==> src/rtl/hwrr_pkg.sv <==
package hwrr_pkg;
  localparam int WORD_W = 32;
  localparam int IDX_W  = 5;
  localparam int SEL_W  = 3;

  localparam logic [5:0] MAJOR_OP = 6'b000000;
  localparam logic [9:0] MINOR_OP = 10'b0111000000;

  localparam logic [IDX_W-1:0] SRC_CPU   = 5'd0;
  localparam logic [IDX_W-1:0] SRC_STEP  = 5'd1;
  localparam logic [IDX_W-1:0] SRC_CYC   = 5'd2;
  localparam logic [IDX_W-1:0] SRC_RES   = 5'd3;
  localparam logic [IDX_W-1:0] SRC_PERF  = 5'd4;
  localparam logic [IDX_W-1:0] SRC_ATOM  = 5'd5;
  localparam logic [IDX_W-1:0] SRC_ULOC  = 5'd29;
  localparam logic [IDX_W-1:0] SRC_IMPL  = 5'd30;

  typedef struct packed {
    logic             match;
    logic [IDX_W-1:0] rt;
    logic [IDX_W-1:0] rs;
    logic [SEL_W-1:0] sel;
  } fields_t;
endpackage

==> src/rtl/hwrr_decode.sv <==
module hwrr_decode
  import hwrr_pkg::*;
#(
  parameter int NPAIR = 2
) (
  input  logic [WORD_W-1:0] instr,
  input  logic              cop_en,
  input  logic [WORD_W-1:0] hw_en_mask,
  output fields_t           fld,
  output logic              legal
);
  localparam int SEL_LIMIT = 2 * NPAIR;

  logic implemented;
  logic granted;
  logic sel_ok;

  always_comb begin
    fld.match = (instr[31:26] == MAJOR_OP) && (instr[15:14] == 2'b00) &&
                (instr[10] == 1'b0) && (instr[9:0] == MINOR_OP);
    fld.rt    = instr[25:21];
    fld.rs    = instr[20:16];
    fld.sel   = instr[13:11];
  end

  always_comb begin
    unique case (fld.rs)
      SRC_CPU, SRC_STEP, SRC_CYC, SRC_RES,
      SRC_PERF, SRC_ATOM, SRC_ULOC, SRC_IMPL: implemented = 1'b1;
      default:                                implemented = 1'b0;
    endcase
    granted = cop_en | hw_en_mask[fld.rs];
    if (fld.rs == SRC_PERF) sel_ok = (int'(fld.sel) < SEL_LIMIT);
    else                    sel_ok = (fld.sel == '0);
    legal = implemented & granted & sel_ok;
  end
endmodule

==> src/rtl/hwrr_source_mux.sv <==
module hwrr_source_mux
  import hwrr_pkg::*;
#(
  parameter int NPAIR = 2,
  parameter int XLEN  = 64
) (
  input  logic [IDX_W-1:0]        rs,
  input  logic [SEL_W-1:0]        sel,
  input  logic                    mode64,
  input  logic [WORD_W-1:0]       cpu_num,
  input  logic [WORD_W-1:0]       sync_step,
  input  logic [WORD_W-1:0]       cycle_cnt,
  input  logic [WORD_W-1:0]       cnt_res,
  input  logic [NPAIR*WORD_W-1:0] perf_ctl,
  input  logic [NPAIR*WORD_W-1:0] perf_cnt,
  input  logic                    atom_absent,
  input  logic [XLEN-1:0]         user_local,
  input  logic [WORD_W-1:0]       impl_val,
  output logic [XLEN-1:0]         value
);
  localparam int EXT_W = XLEN - WORD_W;

  logic [WORD_W-1:0] perf_word;
  logic [XLEN-1:0]   uloc_val;

  function automatic logic [XLEN-1:0] sext(input logic [WORD_W-1:0] v);
    return {{EXT_W{v[WORD_W-1]}}, v};
  endfunction

  always_comb begin
    perf_word = '0;
    for (int p = 0; p < NPAIR; p++) begin
      if (int'(sel[SEL_W-1:1]) == p)
        perf_word = sel[0] ? perf_cnt[p*WORD_W +: WORD_W]
                           : perf_ctl[p*WORD_W +: WORD_W];
    end
  end

  generate
    if (XLEN > WORD_W) begin : g_wide
      assign uloc_val = mode64 ? user_local : sext(user_local[WORD_W-1:0]);
    end else begin : g_narrow
      assign uloc_val = user_local;
    end
  endgenerate

  always_comb begin
    unique case (rs)
      SRC_CPU:  value = sext(cpu_num);
      SRC_STEP: value = sext(sync_step);
      SRC_CYC:  value = sext(cycle_cnt);
      SRC_RES:  value = sext(cnt_res);
      SRC_PERF: value = sext(perf_word);
      SRC_ATOM: value = {{(XLEN-1){1'b0}}, atom_absent};
      SRC_ULOC: value = uloc_val;
      SRC_IMPL: value = sext(impl_val);
      default:  value = '0;
    endcase
  end
endmodule

==> src/rtl/hwreg_read_unit.sv <==
module hwreg_read_unit
  import hwrr_pkg::*;
#(
  parameter int NPAIR = 2,
  parameter int XLEN  = 64
) (
  input  logic                    clk,
  input  logic                    rst_n,
  input  logic                    in_valid,
  input  logic [WORD_W-1:0]       instr,
  input  logic                    cop_en,
  input  logic [WORD_W-1:0]       hw_en_mask,
  input  logic [WORD_W-1:0]       cpu_num,
  input  logic [WORD_W-1:0]       sync_step,
  input  logic [WORD_W-1:0]       cycle_cnt,
  input  logic [WORD_W-1:0]       cnt_res,
  input  logic [NPAIR*WORD_W-1:0] perf_ctl,
  input  logic [NPAIR*WORD_W-1:0] perf_cnt,
  input  logic                    atom_absent,
  input  logic [XLEN-1:0]         user_local,
  input  logic [WORD_W-1:0]       impl_val,
  input  logic                    mode64,
  output logic                    wr_en,
  output logic [IDX_W-1:0]        wr_rt,
  output logic [XLEN-1:0]         wr_data,
  output logic                    ri_exc
);
  fields_t           fld;
  logic              legal;
  logic [XLEN-1:0]   src_val;
  logic              fire;
  logic              wr_en_d, ri_exc_d;
  logic [IDX_W-1:0]  wr_rt_d;
  logic [XLEN-1:0]   wr_data_d;

  hwrr_decode #(.NPAIR(NPAIR)) u_decode (
    .instr      (instr),
    .cop_en     (cop_en),
    .hw_en_mask (hw_en_mask),
    .fld        (fld),
    .legal      (legal)
  );

  hwrr_source_mux #(.NPAIR(NPAIR), .XLEN(XLEN)) u_mux (
    .rs          (fld.rs),
    .sel         (fld.sel),
    .mode64      (mode64),
    .cpu_num     (cpu_num),
    .sync_step   (sync_step),
    .cycle_cnt   (cycle_cnt),
    .cnt_res     (cnt_res),
    .perf_ctl    (perf_ctl),
    .perf_cnt    (perf_cnt),
    .atom_absent (atom_absent),
    .user_local  (user_local),
    .impl_val    (impl_val),
    .value       (src_val)
  );

  // next-state
  always_comb begin
    fire      = in_valid & fld.match;
    wr_en_d   = fire & legal;
    ri_exc_d  = fire & ~legal;
    wr_rt_d   = fld.rt;
    wr_data_d = legal ? src_val : '0;
  end

  // registers
  always_ff @(posedge clk or negedge rst_n) begin
    if (!rst_n) begin
      wr_en  <= 1'b0;
      ri_exc <= 1'b0;
    end else begin
      wr_en  <= wr_en_d;
      ri_exc <= ri_exc_d;
    end
  end

  always_ff @(posedge clk or negedge rst_n) begin
    if (!rst_n) begin
      wr_rt   <= '0;
      wr_data <= '0;
    end else if (fire) begin
      wr_rt   <= wr_rt_d;
      wr_data <= wr_data_d;
    end
  end


  outcome_follows_req_chk: assert property (@(posedge clk) disable iff (!rst_n)
    (wr_en || ri_exc) |-> $past(in_valid));


  no_write_on_exc_chk: assert property (@(posedge clk) disable iff (!rst_n)
    ri_exc |-> (!wr_en && wr_data == '0));


  reg31_exc_chk: assert property (@(posedge clk) disable iff (!rst_n)
    (in_valid && fld.match && instr[20:16] == 5'd31) |=> ri_exc);


  denied_exc_chk: assert property (@(posedge clk) disable iff (!rst_n)
    (in_valid && fld.match && !cop_en && !hw_en_mask[instr[20:16]]) |=> ri_exc);


  sel_nonzero_exc_chk: assert property (@(posedge clk) disable iff (!rst_n)
    (in_valid && fld.match && instr[20:16] != 5'd4 && instr[13:11] != 3'd0) |=> ri_exc);


  foreign_word_quiet_chk: assert property (@(posedge clk) disable iff (!rst_n)
    (in_valid && instr[31:26] != 6'd0) |=> (!wr_en && !ri_exc));
endmodule

==> config.mk <==
export PLATFORM = sky130hd
export DESIGN_NAME = hwreg_read_unit
export DESIGN_NICKNAME = d
export VERILOG_FILES = /design/src/rtl/hwrr_pkg.sv /design/src/rtl/hwrr_decode.sv /design/src/rtl/hwrr_source_mux.sv /design/src/rtl/hwreg_read_unit.sv
export SDC_FILE = /design/constraint.sdc
export NUM_CORES = 1
export LEC_CHECK = 0
export BUFFER_PORTS_ARGS = -buffer_cell sky130_fd_sc_hd__buf_2
export CORE_AREA = 2 2 190 192
export CTS_CLUSTER_SIZE = 20
export DETAILED_ROUTE_END_ITERATION = 12
export DIE_AREA = 0 0 192 194
export PLACE_DENSITY_LB_ADDON = 0.2
export SLEW_MARGIN = 0
export SYNTH_ARGS = -nofsm -noshare
export SYNTH_HDL_FRONTEND = slang
export SYNTH_HIERARCHICAL = 1
export SYNTH_SLANG_ARGS = --single-unit
==> constraint.sdc <==
create_clock -name clk -period 1.7 [get_ports clk]
set_input_delay 0.17 -clock clk [delete_from_list [all_inputs] [get_ports clk]]
set_output_delay 0.17 -clock clk [all_outputs]
set_load 0.01 [all_outputs]
* Word level (Yosys, flattened, before mapping)
Memory sizes are Yosys's and may differ from the RTL's.
Cells that the tools add are included.
** Word-level totals
- Output and inout port bits :: 71
- Input port bits :: 422
- Memories kept :: 1
- ROM bits :: 32
- Word-level logic and storage cells :: 42
- Flip-flop bits (word level) :: 71
** Cells by class
- Mux-type cells :: 10
- Equal/unequal tests :: 9
- Bitwise gates (word level) :: 8
- Reductions and logical operators :: 8
- Magnitude comparators :: 2
** Memory list
- (name not given) :: depth 32, width 1, rd ports 1, clocked after Yosys merged registers in 0, wr ports 0, RTL line hwrr_decode.sv:27 : unique case (fld.rs)
** Operators by type and width (number)
- one-hot mux 64 bit (8 select lines) :: 1
- two-way mux 32 bit :: 4
- two-way mux 64 bit :: 2
- == test 10 x 9 -> 1 bit (second input constant) :: 1
- == test 5 x 2 -> 1 bit (second input constant) :: 2
- == test 5 x 3 -> 1 bit (second input constant) :: 2
- == test 5 bit (second input constant) :: 2
- zero test 6 bit :: 1
- < comparator 5 x 6 -> 1 bit (second input constant) :: 1
- bitwise AND 1 bit :: 5
- binary-select mux 1 bit (select 5 bit) :: 1
- == test 5 x 1 -> 1 bit (second input constant) :: 1
- zero test 5 bit :: 1
- zero test 2 bit :: 2
- logical AND 1 bit :: 3
- zero test 3 bit :: 1
- < comparator 3 bit (second input constant) :: 1
- == test 2 bit (second input constant) :: 1
- two-way mux 1 bit :: 2
- inverter 1 bit :: 2
- OR 1 bit :: 1

* Depth between registers and ports, before layout
- Depth after elaboration :: 7
- Mapped depth :: 10

* Modules after synthesis
The synthesis kept the hierarchy.
** Modules (own cells, without submodules)
- hwrr_source_mux :: instances 1, area each 2984.1 µm², cells each 380
- hwreg_read_unit :: instances 1, area each 2972.9 µm², cells each 300
- hwrr_decode :: instances 1, area each 349.1 µm², cells each 43

* Worst setup path before layout
No wires, ideal clock.
- Kind :: input-to-reg
- Start point :: in instr[16]
- End point :: reg wr_data[18]
- Slack :: -0.186 ns
- Arrival time :: 1.804 ns
- Stages on the path :: 9
- Data required time :: 1.617 ns
- Setup time :: 0.083 ns
- Cell sequence :: buf_6 mux2i_1 mux4_2 a32oi_1 and3_1 buf_4 clkbuf_1 nand4_1 o21ai_0
** Between the ends
- Word-level cells in the longest chain between the ends :: 6
- Elaborated cells between the ends (all ways) :: 17
- Those cells by class :: 7 x eq/ne; 5 x mux; 3 x bitwise; 1 x reduce/logical; 1 x memory
** RTL lines
- start, declared :: RTL line hwreg_read_unit.sv:10 : input logic [WORD_W-1:0] instr,
- binary-select mux 1 bit (select 5 bit) :: RTL line hwrr_decode.sv:32 : granted = cop_en | hw_en_mask[fld.rs];
- two-way mux 1 bit (implied by the code) :: RTL line hwrr_decode.sv:32
- OR 1 bit :: RTL line hwrr_decode.sv:32
- bitwise AND 1 bit :: RTL line hwrr_decode.sv:35 : legal = implemented & granted & sel_ok;
- bitwise AND 1 bit (*) :: RTL line hwrr_decode.sv:35
- net legal :: RTL line hwreg_read_unit.sv:29 : logic legal;
- two-way mux 64 bit (*) :: RTL line hwreg_read_unit.sv:66 : wr_data_d = legal ? src_val : '0;
- end signal, assigned :: RTL line hwreg_read_unit.sv:86 : wr_data <= wr_data_d;
- end, declared :: RTL line hwreg_read_unit.sv:25 : output logic [XLEN-1:0] wr_data,
The timed path passes the listed nets; every way through them passes the cells marked *. The select of a mux whose other input is x is not followed.
A chain may end at the register's enable or synchronous reset.

* Worst setup path in the final report
- Start point :: in instr[16]
- End point :: reg wr_data[13]
Same word-level chain as after synthesis.

==> results.json <==
{
  "clkLatencyLatePin_ns": 0.33,
  "fmax_mhz": 594,
  "grt-ovfl-total": 0,
  "p_leak_nw": 4.87,
  "crit_path_start_kind": "input pin",
  "final_cell_mix": "buf_2 (474), dfrtp_1 (71), inv_1 (68)",
  "routabilityCongestion": 0.891,
  "track_usage_pct": 19.0,
  "holdPathStages": 2,
  "grt_pass1_wl_mm": 52.5,
  "final_common_cell": "buf_2",
  "layout-drive-gt1-share_pct": 54.6,
  "synth.cell_area_um2": 6310,
  "antenna_left": 0,
  "antenna_found_initial": 20,
  "powerDensity_nw_per_um2": 513,
  "rows": 69,
  "ioPinCount": 493,
  "holdPathEnd": "wr_rt[1]",
  "final_max_slew_viol_count": 0,
  "vias": 7888,
  "synth-seq-area-share_pct": 28.2,
  "worstMarginPinSlew_ns": 0.496,
  "critical_path_class": "in2reg",
  "clockBufferDepth": 2,
  "area_delta_synth_final_pct": 61.1,
  "syn-num-nets": 1146,
  "drc": 0,
  "final-hold-violation-count": 0,
  "ir_worst_vdd_uv": 407,
  "vias_per_cell": 4.70,
  "htree_levels": 3,
  "worstPathRequired_ns": 1.96,
  "maxCapViolations": 0,
  "synth_cell_types": 37,
  "worst_setup_path_end_kind": "flop",
  "grt_max_degree": 72,
  "drtIter0Drc": 472,
  "power.total_mw": 5.21,
  "die_h_um": 194,
  "critPathMaxStageDelay_ns": 0.48,
  "r2r_slack_ns": 0.94,
  "period_needed_ns": 1.68,
  "cp_cell_sequence": "buf_12, mux2i_1, mux4_2, a32oi_2, and3_4, clkbuf_16, nand4_1, o21ai_0",
  "cts_sinks": 71,
  "rsz0062_at_grt": "true",
  "first_global_vias": 7904,
  "status": "completed",
  "numCtsBuffers": 9,
  "worstPathMaxFanout": 13,
  "routed_wl_mm": 37.9,
  "reg2reg_from": "wr_rt[4]",
  "postSynthCellCount": 723,
  "cts-root-buf": "clkbuf_16",
  "timing.slew.headroom_pct": 66.9,
  "finalNetCount": 1622,
  "slowest_stage": "mux4_2",
  "routedWlPerCell_um": 22.6,
  "critPathArrivalTime_ns": 1.95,
  "reg2reg_to": "wr_rt[4]",
  "drt_first_pass_iters": 5,
  "initial_core_util_pct": 17.9,
  "tritoncts": "built",
  "ff2ff_path_depth": 1,
  "syn_area_per_cell_um2": 8.72,
  "synth.ff_latch_count": 71,
  "fin_hold_ws_ns": 0.0705,
  "holdCritStartpoint": "instr[22]",
  "port_buffers": 476,
  "fin_skew_ns": 0,
  "hpwl_mm": 30.2,
  "min_period_over_period_pct": 99.0,
  "design.die.area_um2": 37200,
  "yosys_warnings": 6,
  "clk_pin_slew_ns": 0.07,
  "die_x_um": 192,
  "setup_violations": 0,
  "hp-class": "in2reg",
  "core_region_area_um2": 35200
}
kinds of logic after synthesis:
group,Yosys count,share of synthesized area (%)
AND/OR/NAND/NOR,152,12.8
adder cells (fa/ha/maj),1,0.198
AO/OA/AOI/OAI,257,26.9
multiplexers,80,20.2
flip-flops,71,28.2
buffers and inverters,162,11.8
critical path, delay by kind of cell:
family / cells / cell delay (ns)
compound gates: 2 / 0.35
buf+inv: 2 / 0.34
mux: 2 / 0.59
simple gates: 2 / 0.48
registers in the layout (all words and copies together) (netlist names):
name     count
wr_en        1
wr_data     64
ri_exc       1
wr_rt        5
repair_timing:
item	4_1_cts	5_1_grt
cloned	0	7
hold endpoints to repair	71	0
endpoints found under the setup margin	41	37
pin swaps	0	2
resized for setup	1	6
hold buffers	1	0
buffers inserted	0	1
cells in the mapped netlist:
| cell type | n | share of area, % |
|---|---|---|
| nor2b_1 | 3 | 0.30 |
| nand3_1 | 2 | 0.16 |
| a2bb2oi_1 | 29 | 4.0 |
| buf_6 | 7 | 1.3 |
| nand2_1 | 32 | 1.9 |
| o22ai_1 | 1 | 0.099 |
| buf_4 | 16 | 1.9 |
| o2bb2ai_2 | 1 | 0.24 |
| and2_1 | 1 | 0.099 |
| o21ai_2 | 30 | 4.2 |
| nor4_4 | 1 | 0.34 |
| a21oi_1 | 63 | 5.0 |
| a21oi_4 | 1 | 0.26 |
| and3_1 | 3 | 0.30 |
| dfrtp_1 | 71 | 28 |
| mux2i_1 | 39 | 6.2 |
| nor4b_1 | 1 | 0.14 |
| mux2_4 | 5 | 1.2 |
| o22a_1 | 1 | 0.14 |
| nor3_1 | 3 | 0.24 |
| clkbuf_1 | 48 | 2.9 |
| inv_1 | 68 | 4.0 |
| a22oi_1 | 32 | 3.8 |
| or2_2 | 1 | 0.099 |
| ha_1 | 1 | 0.20 |
| a211o_1 | 1 | 0.14 |
| a32oi_1 | 1 | 0.14 |
| o21ai_0 | 68 | 5.4 |
| nand4_1 | 67 | 6.6 |
| nor2_1 | 31 | 1.8 |
| nand2b_1 | 3 | 0.30 |
| o211ai_1 | 29 | 3.5 |
| nor4_1 | 3 | 0.30 |
| buf_2 | 17 | 1.3 |
| or3_1 | 1 | 0.099 |
| mux4_2 | 36 | 13 |
| buf_1 | 6 | 0.36 |
where the power goes:
group / switching, mW / internal (mW) / leakage [nW]
sequential: 0.0000935 / 1.69 / 0.658
clock: 0.822 / 1.18 / 0.146
combinational: 0.710 / 0.805 / 4.07
through the flow:
step	TNS [ns]	instance area, µm²	cells	setup WS [ns]	utilization, %
2_1_floorplan	-0.925	6360	723	-0.0325	-
3_3_place_gp	-22.16	9610	1640	-0.415	27.3
3_5_place_dp	-25.89	9610	1640	-0.448	27.3
4_1_cts	0	9920	1657	0.0186	28.2
5_1_grt	-0.00695	10100	1675	-0.00373	28.8
6_report	0	10200	1678	0.0169	28.8
metal layers:
metal | part of all wire, % | vias to the layer above | global-route usage, %
li1 | - | 3667 | -
met2 | 49 | 409 | 31.7
met3 | 7.6 | 36 | 4.31
met4 | 1.5 | 2 | 5.37
met5 | 0.034 | - | 0
met1 | 42 | 3774 | 24.3
worst max path at each step:
stage,startpoint,endpoint,slack [ns],cells after the start
after floorplan,instr[16],wr_data[0],-0.03,8
after global placement,instr[16],wr_data[47],-0.41,9
after detailed placement,instr[16],wr_data[3],-0.45,8
after CTS,instr[16],wr_data[47],0.02,9
after global routing,instr[16],wr_data[49],-0.004,8
final,instr[16],wr_data[13],0.02,8
area by class of cell:
class	count	area, µm²
fill	3934	25100
clock inverter	5	56.3
clock buffer	11	243
tap	461	577
sequential	71	1780
multi-input combinational	490	3830
inverter	68	255
timing repair buffer	559	3380
antenna	13	32.5
Note: power is estimated with default switching activity, not from simulation.
